**src/rtl/fmd_pkg.sv**
```systemverilog
package fmd_pkg;

  // Sine of the phase advance: cross product of current and previous sample
  function automatic longint cross_term(input longint cur_i, input longint cur_q,
                                        input longint prv_i, input longint prv_q);
    return cur_q * prv_i - cur_i * prv_q;
  endfunction

  // Cosine of the phase advance: dot product of current and previous sample
  function automatic longint dot_term(input longint cur_i, input longint cur_q,
                                      input longint prv_i, input longint prv_q);
    return cur_i * prv_i + cur_q * prv_q;
  endfunction

  // Elementary rotation angle atan(2^-idx), coded with 2^(ang_w-1) = pi.
  // Held at a 24-bit scale (2^23 = pi) and rounded down to ang_w (ang_w <= 23).
  function automatic int atan_code(input int idx, input int ang_w);
    int v;
    case (idx)
      0:  v = 2097152;
      1:  v = 1238021;
      2:  v = 654136;
      3:  v = 332050;
      4:  v = 166669;
      5:  v = 83416;
      6:  v = 41718;
      7:  v = 20860;
      8:  v = 10430;
      9:  v = 5215;
      10: v = 2608;
      11: v = 1304;
      12: v = 652;
      13: v = 326;
      14: v = 163;
      15: v = 81;
      default: v = 0;
    endcase
    return (v + (1 << (23 - ang_w))) >>> (24 - ang_w);
  endfunction

  // Code of +pi/2
  function automatic int quarter_code(input int ang_w);
    return 1 << (ang_w - 2);
  endfunction

  // Gain stage: multiply, then arithmetic right shift
  function automatic longint scale_code(input longint a, input int gain, input int shift);
    return (a * longint'(gain)) >>> shift;
  endfunction

endpackage

```
**src/rtl/fmd_phase_terms.sv**
```systemverilog
module fmd_phase_terms #(
  parameter int IQ_W   = 12,
  parameter int TERM_W = 2 * IQ_W + 1
) (
  input  logic                     clk,
  input  logic                     rst_n,
  input  logic                     accept,
  input  logic signed [IQ_W-1:0]   in_i,
  input  logic signed [IQ_W-1:0]   in_q,
  output logic                     term_vld,
  output logic signed [TERM_W-1:0] sin_t,
  output logic signed [TERM_W-1:0] cos_t,
  output logic signed [IQ_W-1:0]   prev_i,
  output logic signed [IQ_W-1:0]   prev_q
);
  import fmd_pkg::*;

  logic signed [TERM_W-1:0] sin_n, cos_n;

  always_comb begin
    sin_n = TERM_W'(cross_term(longint'(in_i), longint'(in_q),
                               longint'(prev_i), longint'(prev_q)));
    cos_n = TERM_W'(dot_term(longint'(in_i), longint'(in_q),
                             longint'(prev_i), longint'(prev_q)));
  end

  always_ff @(posedge clk) begin
    if (!rst_n) begin
      term_vld <= 1'b0;
      sin_t    <= '0;
      cos_t    <= '0;
      prev_i   <= '0;
      prev_q   <= '0;
    end else begin
      term_vld <= accept;
      if (accept) begin
        sin_t  <= sin_n;
        cos_t  <= cos_n;
        prev_i <= in_i;
        prev_q <= in_q;
      end
    end
  end

endmodule

```
**src/rtl/fmd_cordic_vec.sv**
```systemverilog
module fmd_cordic_vec #(
  parameter int TERM_W = 25,
  parameter int ANG_W  = 16,
  parameter int ITERS  = 8,
  parameter int CW     = TERM_W + 2
) (
  input  logic                     clk,
  input  logic                     rst_n,
  input  logic                     start,
  input  logic signed [TERM_W-1:0] sin_t,
  input  logic signed [TERM_W-1:0] cos_t,
  output logic                     run,
  output logic                     ang_vld,
  output logic signed [ANG_W-1:0]  ang,
  output logic signed [CW-1:0]     x_mon
);
  import fmd_pkg::*;

  localparam int ZW = ANG_W + 1;
  localparam int IW = $clog2(ITERS + 1);
  localparam logic [IW-1:0] LAST = IW'(ITERS - 1);
  localparam logic signed [ZW-1:0] QZ = ZW'(quarter_code(ANG_W));

  logic signed [CW-1:0]    x_r, y_r, xs, ys, x_n, y_n;
  logic signed [ZW-1:0]    z_r, z_n, a_i;
  logic [IW-1:0]           iter;
  logic                    guard;
  logic signed [ANG_W-1:0] gval, ang_fin;
  logic                    rot_down;
  logic                    cos_neg;
  logic signed [CW-1:0]    x_ld, y_ld;

  // Operand conditioning: keep x non-negative so the result stays in +-pi/2
  always_comb begin
    cos_neg = cos_t[TERM_W-1];
    x_ld    = cos_neg ? -CW'(cos_t) : CW'(cos_t);
    y_ld    = cos_neg ? -CW'(sin_t) : CW'(sin_t);
  end

  // One micro-rotation: barrel shifts, add/subtract, angle ROM
  always_comb begin
    xs       = x_r >>> iter;
    ys       = y_r >>> iter;
    a_i      = ZW'(atan_code(int'(iter), ANG_W));
    rot_down = ~y_r[CW-1];
    x_n      = rot_down ? x_r + ys : x_r - ys;
    y_n      = rot_down ? y_r - xs : y_r + xs;
    z_n      = rot_down ? z_r + a_i : z_r - a_i;
  end

  // Clamp the residual overshoot of the final iteration
  always_comb begin
    if (z_n > QZ)       ang_fin = ANG_W'(QZ);
    else if (z_n < -QZ) ang_fin = ANG_W'(-QZ);
    else                ang_fin = ANG_W'(z_n);
  end

  always_ff @(posedge clk) begin
    if (!rst_n) begin
      x_r     <= '0;
      y_r     <= '0;
      z_r     <= '0;
      iter    <= '0;
      run     <= 1'b0;
      guard   <= 1'b0;
      gval    <= '0;
      ang_vld <= 1'b0;
      ang     <= '0;
    end else begin
      ang_vld <= 1'b0;
      if (start) begin
        x_r   <= x_ld;
        y_r   <= y_ld;
        z_r   <= '0;
        iter  <= '0;
        run   <= 1'b1;
        guard <= (cos_t == '0);
        if (sin_t == '0)          gval <= '0;
        else if (sin_t[TERM_W-1]) gval <= ANG_W'(-QZ);
        else                      gval <= ANG_W'(QZ);
      end else if (run) begin
        x_r  <= x_n;
        y_r  <= y_n;
        z_r  <= z_n;
        iter <= iter + 1'b1;
        if (iter == LAST) begin
          run     <= 1'b0;
          ang_vld <= 1'b1;
          ang     <= guard ? gval : ang_fin;
        end
      end
    end
  end

  assign x_mon = x_r;

endmodule

```
**src/rtl/fmd_post.sv**
```systemverilog
module fmd_post #(
  parameter int ANG_W      = 16,
  parameter int OUT_W      = 18,
  parameter int GAIN       = 3,
  parameter int GAIN_SHIFT = 1,
  parameter int TAPS       = 16
) (
  input  logic                    clk,
  input  logic                    rst_n,
  input  logic                    ang_vld,
  input  logic signed [ANG_W-1:0] ang,
  output logic                    out_valid,
  output logic signed [OUT_W-1:0] out_data
);
  import fmd_pkg::*;

  localparam int SH = $clog2(TAPS);
  localparam int SW = OUT_W + SH;

  logic signed [OUT_W-1:0] scaled;
  logic                    sc_vld;
  logic signed [OUT_W-1:0] sc_val;
  logic signed [OUT_W-1:0] hist [TAPS];
  logic signed [SW-1:0]    sum_r, sum_n;

  // Gain variant chosen by parameters
  generate
    if (GAIN == 1 && GAIN_SHIFT == 0) begin : g_unity
      assign scaled = OUT_W'(ang);
    end else begin : g_mult
      assign scaled = OUT_W'(scale_code(longint'(ang), GAIN, GAIN_SHIFT));
    end
  endgenerate

  always_ff @(posedge clk) begin
    if (!rst_n) begin
      sc_vld <= 1'b0;
      sc_val <= '0;
    end else begin
      sc_vld <= ang_vld;
      if (ang_vld) sc_val <= scaled;
    end
  end

  // Running sum: newest in, oldest out
  assign sum_n = sum_r + SW'(sc_val) - SW'(hist[TAPS-1]);

  always_ff @(posedge clk) begin
    if (!rst_n) begin
      for (int k = 0; k < TAPS; k++) hist[k] <= '0;
      sum_r     <= '0;
      out_valid <= 1'b0;
      out_data  <= '0;
    end else begin
      out_valid <= sc_vld;
      if (sc_vld) begin
        hist[0] <= sc_val;
        for (int k = 1; k < TAPS; k++) hist[k] <= hist[k-1];
        sum_r    <= sum_n;
        out_data <= OUT_W'(sum_n >>> SH);
      end
    end
  end

endmodule

```
**src/rtl/fm_xprod_discrim.sv**
```systemverilog
module fm_xprod_discrim #(
  parameter int IQ_W       = 12,
  parameter int ANG_W      = 16,
  parameter int ITERS      = 8,
  parameter int OUT_W      = 18,
  parameter int GAIN       = 3,
  parameter int GAIN_SHIFT = 1,
  parameter int TAPS       = 16
) (
  input  logic                    clk,
  input  logic                    rst_n,
  input  logic                    in_valid,
  input  logic signed [IQ_W-1:0]  in_i,
  input  logic signed [IQ_W-1:0]  in_q,
  output logic                    busy,
  output logic                    out_valid,
  output logic signed [OUT_W-1:0] out_data
);

  localparam int TERM_W   = 2 * IQ_W + 1;
  localparam int CORDIC_W = TERM_W + 2;

  logic                      accept;
  logic                      term_vld;
  logic signed [TERM_W-1:0]  sin_t, cos_t;
  logic signed [IQ_W-1:0]    prev_i, prev_q;
  logic                      run;
  logic                      ang_vld;
  logic signed [ANG_W-1:0]   ang;
  logic signed [CORDIC_W-1:0] x_mon;

  assign busy   = term_vld | run;
  assign accept = in_valid & ~busy;

  fmd_phase_terms #(.IQ_W(IQ_W), .TERM_W(TERM_W)) u_terms (
    .clk(clk), .rst_n(rst_n), .accept(accept), .in_i(in_i), .in_q(in_q),
    .term_vld(term_vld), .sin_t(sin_t), .cos_t(cos_t),
    .prev_i(prev_i), .prev_q(prev_q)
  );

  fmd_cordic_vec #(.TERM_W(TERM_W), .ANG_W(ANG_W), .ITERS(ITERS), .CW(CORDIC_W)) u_cordic (
    .clk(clk), .rst_n(rst_n), .start(term_vld), .sin_t(sin_t), .cos_t(cos_t),
    .run(run), .ang_vld(ang_vld), .ang(ang), .x_mon(x_mon)
  );

  fmd_post #(.ANG_W(ANG_W), .OUT_W(OUT_W), .GAIN(GAIN),
             .GAIN_SHIFT(GAIN_SHIFT), .TAPS(TAPS)) u_post (
    .clk(clk), .rst_n(rst_n), .ang_vld(ang_vld), .ang(ang),
    .out_valid(out_valid), .out_data(out_data)
  );

endmodule

```
**config.mk**
```make
export PLATFORM = sky130hd
export DESIGN_NAME = fm_xprod_discrim
export DESIGN_NICKNAME = d
export VERILOG_FILES = /design/src/rtl/fmd_pkg.sv /design/src/rtl/fmd_phase_terms.sv /design/src/rtl/fmd_cordic_vec.sv /design/src/rtl/fmd_post.sv /design/src/rtl/fm_xprod_discrim.sv
export SDC_FILE = /design/constraint.sdc
export NUM_CORES = 2
export LEC_CHECK = 0
export BUFFER_PORTS_ARGS = -buffer_cell sky130_fd_sc_hd__buf_2
export CELL_PAD_IN_SITES_DETAIL_PLACEMENT = 1
export CELL_PAD_IN_SITES_GLOBAL_PLACEMENT = 2
export CORE_MARGIN = 2
export CORE_UTILIZATION = 39
export CTS_BUF_LIST = sky130_fd_sc_hd__clkbuf_4 sky130_fd_sc_hd__clkbuf_8
export CTS_CLUSTER_SIZE = 8
export DETAILED_ROUTE_END_ITERATION = 12
export HOLD_SLACK_MARGIN = 0.02
export PLACE_DENSITY_LB_ADDON = 0.12
export SYNTH_ARGS = -nofsm -noshare
export SYNTH_HDL_FRONTEND = slang
export SYNTH_SLANG_ARGS = --single-unit
```
**constraint.sdc**
```tcl
create_clock -name clk -period 7.55 [get_ports clk]
set_input_delay 0.3775 -clock clk [delete_from_list [all_inputs] [get_ports clk]]
set_output_delay 0.3775 -clock clk [all_outputs]
set_load 0.05 [all_outputs]
```
== Word-level counts from Yosys, hierarchy flattened ==
Memory sizes are Yosys's and may differ from the RTL's. A register that Yosys moved wholly into a read port is not among the register bits.
Index checks and enable logic that the tools add are counted.
Operators by class
  add/subtract/negate cells: 14
  multiply operators: 5
  magnitude comparators: 2
  eq/ne operators: 1
  shift operators: 2
  muxes and demuxes: 40
  bitwise logic cells: 22
  reductions and logical operators: 6
Operators with widths (count)
  two-way mux 18 bit: 16
  two-way mux 27 bit: 8
  multiplier 12 x 12 -> 24 bit: 4
  two-way mux 16 bit: 5
  adder 27 bit: 2
  negator 25 -> 27 bit: 2
  >>> shifter 27 x 4 -> 27 bit: 2
  subtractor 27 bit: 2
  zero test 25 bit: 2
  adder 25 bit: 1
  adder 25 x 9 -> 25 bit, second input constant: 1
  subtractor 25 bit: 1
  adder 22 x 18 -> 22 bit: 1
  subtractor 22 x 18 -> 22 bit: 1
  multiplier 16 x 3 -> 19 bit, second input constant: 1
  adder 17 bit: 1
  greater-than comparator 17 x 16 -> 1 bit, second input constant: 1
  < comparator 17 x 15 -> 1 bit, second input constant: 1
  two-way mux 17 bit: 1
  bitwise OR 1 bit: 17
  subtractor 17 bit: 1
  two-way mux 1 bit: 8
  two-way mux 4 bit: 2
  adder 4 x 1 -> 4 bit, second input constant: 1
  other kinds (7): 10
Storage, ports and cells
  flip-flop bits (word level): 245
  bits in writable memories: 288
  bits in read-only memories: 352
  input port bits: 27
  output and inout bits: 20
  word-level logic and storage cells: 113
  memories kept: 2
Memory list
  (no name shown): words 16, bits a word 22, read ports 1, clocked after Yosys merged registers in 1, wr ports 0, RTL line fmd_pkg.sv:19  | case (idx)
  u_post.hist: words 16, bits a word 18, read ports 16, clocked after Yosys merged registers in 0, wr ports 16, RTL line fmd_post.sv:23  | logic signed [OUT_W-1:0] hist [TAPS];

== Logic depth before layout (Yosys ltp) ==
  word-level depth: 7
  mapped depth: 33
  gate-level depth less buffers: 31

== Hierarchy ==
A second synthesis with hierarchy kept.
Unflattened totals
  cell total of the unflattened synthesis: 5616
  area total of the unflattened synthesis: 54392.2 um^2
Modules (own cells, without submodules)
  fmd_phase_terms: times used 1, cells each 2757, area each 25952.4 um^2, seq. area each 1501.4 um^2
  fmd_post: times used 1, cells each 1139, area each 14808.0 um^2, seq. area each 9489.1 um^2
  fmd_cordic_vec: times used 1, cells each 1718, area each 13618.1 um^2, seq. area each 2222.1 um^2
  fm_xprod_discrim: times used 1, cells each 2, area each 13.8 um^2, seq. area each 0.0 um^2

== Worst setup path before layout ==
OpenSTA, ideal clock, no wires.
  kind: flip-flop to flip-flop
  from: register u_post.sc_vld
  to: memory u_post.hist[0][0] (enable)
  library setup time: 0.642 ns
  arrival time: 6.461 ns
  required time: 6.908 ns
  path slack: 0.446 ns
  stages on the path, launching flop included: 4
  buffers on the path: 1
  clock period less this slack: 7.104 ns
  path through: dfxtp_1 clkbuf_1 nor2_1 inv_1
RTL lines
  start, declared: RTL line fmd_post.sv:21  | logic sc_vld;
  start signal, assigned: RTL line fmd_post.sv:40  | sc_vld <= ang_vld;
  end, declared: RTL line fmd_post.sv:23

== Final worst setup path ==
  from: register u_terms.prev_q[7]
  to: register u_terms.cos_t[23]
On the way
  longest elaborated chain between the ends: 2
RTL lines
  start, declared: RTL line fmd_phase_terms.sv:14  | output logic signed [IQ_W-1:0] prev_q
  start signal, assigned: RTL line fmd_phase_terms.sv:40  | prev_q <= in_q;
  multiplier 12 x 12 -> 24 bit: RTL line fmd_pkg.sv:12  | return cur_i * prv_i + cur_q * prv_q;
  adder 25 bit: RTL line fmd_pkg.sv:12
  end signal, assigned: RTL line fmd_phase_terms.sv:38  | cos_t <= cos_n;
  end, declared: RTL line fmd_phase_terms.sv:12  | output logic signed [TERM_W-1:0] cos_t,
Every way passes these cells.
A chain may end at the register's enable or synchronous reset.

==> metrics.cfg <==
[routing]
via_count=39550
postRouteAntennaNets=0
first_pass_iters=5
postRouteWirelength_um=152400
drc_errors=0
drt-initial-drc-count=2024
vias_per_cell=5.243
wl_per_cell_um=20.20

[layout]
nFillCells=15530
final_cell_mix=806 x inv_1, 686 x nand2_1, 579 x fa_1
final_cells=7544
utilization_pct=42.61
area_growth_pct=8.662
drive_gt1_share_pct=8.384
layout_commonest_cell=inv_1
nets=6670

[critical_path]
endpoint_kind=flip-flop
cp-start-kind=flip-flop
worst_ep_required_time_ps=8310
path_max_fanout=14
crit_arrival_ps=7810
critical_path_class=flip-flop to flip-flop

[power]
combPwrFrac_pct=60.0
leakagePower_nw=26.58
clock_power_share_pct=18.7
p_per_area_nw_per_um2=284.3
total_power_w=0.01639
peakVddDrop_mv=0.1951
netSwitchingPower_w=0.007398
power.internal_w=0.008990
p_sw_share_pct=45.14
seqPwrFrac_pct=21.3

[die]
ioPinCount=47
coreArea_sq_um=135300
start_util_pct=39.21
die_h_um=372.8
dieArea_sq_um=139000
die_w_um=372.8
rows=135

[timing]
clock.fmax_ghz=0.1418
min_period_over_period_pct=93.42
rsz0062_at_grt=no
slew_headroom_pct=23.75
drv_slew=0
tightestPinTransition_ps=1141
hold_viol_final=0
setup_viol=0
tns_ps=0
min_period_ps=7053
hold_ws_ps=88.30
skew_ps=83.95

[global_route]
antenna_found_initial=2
grt_max_degree=166
grt_use_total_pct=22.21
grt_pass1_wl_um=244700
grt-ovfl-total=0
grt_pass1_vias=42520

[synthesis]
synth_cell_types=91
synth_fp_nets=6674
synth_ff_type=edfxtp_1
syn-instance-count=5685
synth_edf_count=288
yosysSeqAreaShare_pct=24.90
ys_ff_latch=516
async_flop_share_pct=0
synth_area_leaders=fa_1 22%, edfxtp_1 16%, ha_1 9.0%
synth.top_cell.area_share_pct=21.85
synth_top_area_cell=fa_1
avgSynthCellArea_sq_um=9.333
yosys_warnings=0
synth_area_sq_um=53060

[clocking]
cts-root-buf=clkbuf_8
cts_max_path_buffers=3
cts_tree=done
clk_pin_slew_ps=60
cts.sink_count=516
htree_levels=3
clkLatencyLatePin_ps=830
cts_buffers=98

[run_status]
status=finished clean

[placement]
gp_congestion=0.8413
dpl.cell_count=7360
dp_hpwl_um=118200
portBuffers=46

[hold_path]
hold_class=primary input to flip-flop

[job]
cap_violations=0

synthesized netlist by cell type (all sizes together) (17+ instances only):
cell	n
and2	304
and3	198
a31oi	33
o21ai	156
xnor2	217
nand2b	47
mux2i	65
or3	33
clkbuf	235
nor2	282
a221oi	28
fa	579
a21oi	273
xor2	123
mux4	60
buf	58
nand3	81
o41ai	17
inv	810
o21a	28
edfxtp	288
nor2b	47
a21o	54
nor3	63
ha	383
dfxtp	228
o31ai	20
nand2	687
mux2	18
a211oi	62
layout make-up:
cell class / instances / area (sq um) / area share [%]
flip-flops and latches: 516 / 13240 / 22.97
diodes: 2 / 5.005 / 0.008681
clock inverters: 36 / 394.1 / 0.6836
clock buffers: 144 / 1750 / 3.036
inverters: 814 / 3068 / 5.322
multi-input cells: 4062 / 35580 / 61.72
repair buffers: 189 / 1380 / 2.394
well taps: 1781 / 2228 / 3.865
power groups by stage:
stage	clock network, W	logic [W]	registers, W
floorplan	0	0.00716	0.00340
global placement	0	0.00977	0.00354
detailed placement	0	0.00988	0.00355
CTS	0.00319	0.00994	0.00349
global route	0.00330	0.0111	0.00352
finish	0.00307	0.00983	0.00349
state kept, by name (all words and copies together) (netlist names), 2 cells and up, named ones only:
name             count
u_terms.sin_t       25
u_cordic.ang        16
u_post.sc_val       18
u_cordic.x_mon      27
u_cordic.gval        2
u_post.hist        288
u_post.sum_r         4
u_terms.cos_t       25
u_cordic.iter        4
u_terms.prev_q      12
u_terms.prev_i      12
u_post.out_data     18
u_cordic.z_r        17
u_cordic.y_r        27
what timing repair did:
| action | in CTS | in global routing |
|---|---|---|
| hold buffers | 2 | 0 |
| endpoints found under the hold margin | 2 | 0 |
| gates resized for setup | 0 | 9 |
| endpoints found under the setup margin | 0 | 7 |
| buffers inserted | 0 | 0 |
stage by stage:
stage	instance area, sq um	worst slack (ps)
final	57650	497.1
after floorplan	53060	446.3
after global routing	57650	3.104
after CTS	57620	264.4
after detailed placement	55460	189.9
after global placement	55460	257.2
kinds of logic after synthesis:
| kind of cell | share of synthesized area [%] |
|---|---|
| AOI/OAI and AO/OA | 9.709 |
| xor gates and xnor gates | 5.627 |
| adders and majority gates | 30.88 |
| buffers and inverters | 8.061 |
| DFF | 24.90 |
| muxes | 4.162 |
| and+or+nand+nor | 16.66 |
per-layer routing:
layer | up-vias | track usage, % | wire (um)
met3 | 164 | 2.530 | 4588
li1 | 18710 | - | -
met1 | 20200 | 29.38 | 68930
met2 | 481 | 38.70 | 75310
met4 | 0 | 5.400 | 3560
met5 | - | 0 | 0
worst max-delay path, stage by stage (launching register included):
cell       delay [ps]
dfxtp_1           630
buf_4             320
nand2_1           110
fa_1              420
fa_1              480
fa_1              540
inv_1              40
fa_1              470
inv_1              60
fa_1              480
inv_1              40
ha_1              210
or3_1             360
o211ai_1          370
o2111ai_1         250
nand2_1           100
o21ai_0           110
or4_1             410
o311a_1           130
xor2_1            150
ha_1              360
and4_1            180
a221oi_1          310
xnor2_1           160
nand2_1            70
a21oi_1           170
worst paths after layout:
path                            end              start  slack [ps]  depth (start not counted)
hold reg to reg     u_cordic.ang[0]    u_cordic.ang[0]         470                          2
hold / removal    u_terms.prev_i[0]            in_i[0]          90                          3
setup reg to reg  u_terms.cos_t[23]  u_terms.prev_q[7]         500                         25
setup / recovery  u_terms.cos_t[23]  u_terms.prev_q[7]         500                         25
No activity file was read; power rests on OpenSTA's default activity.
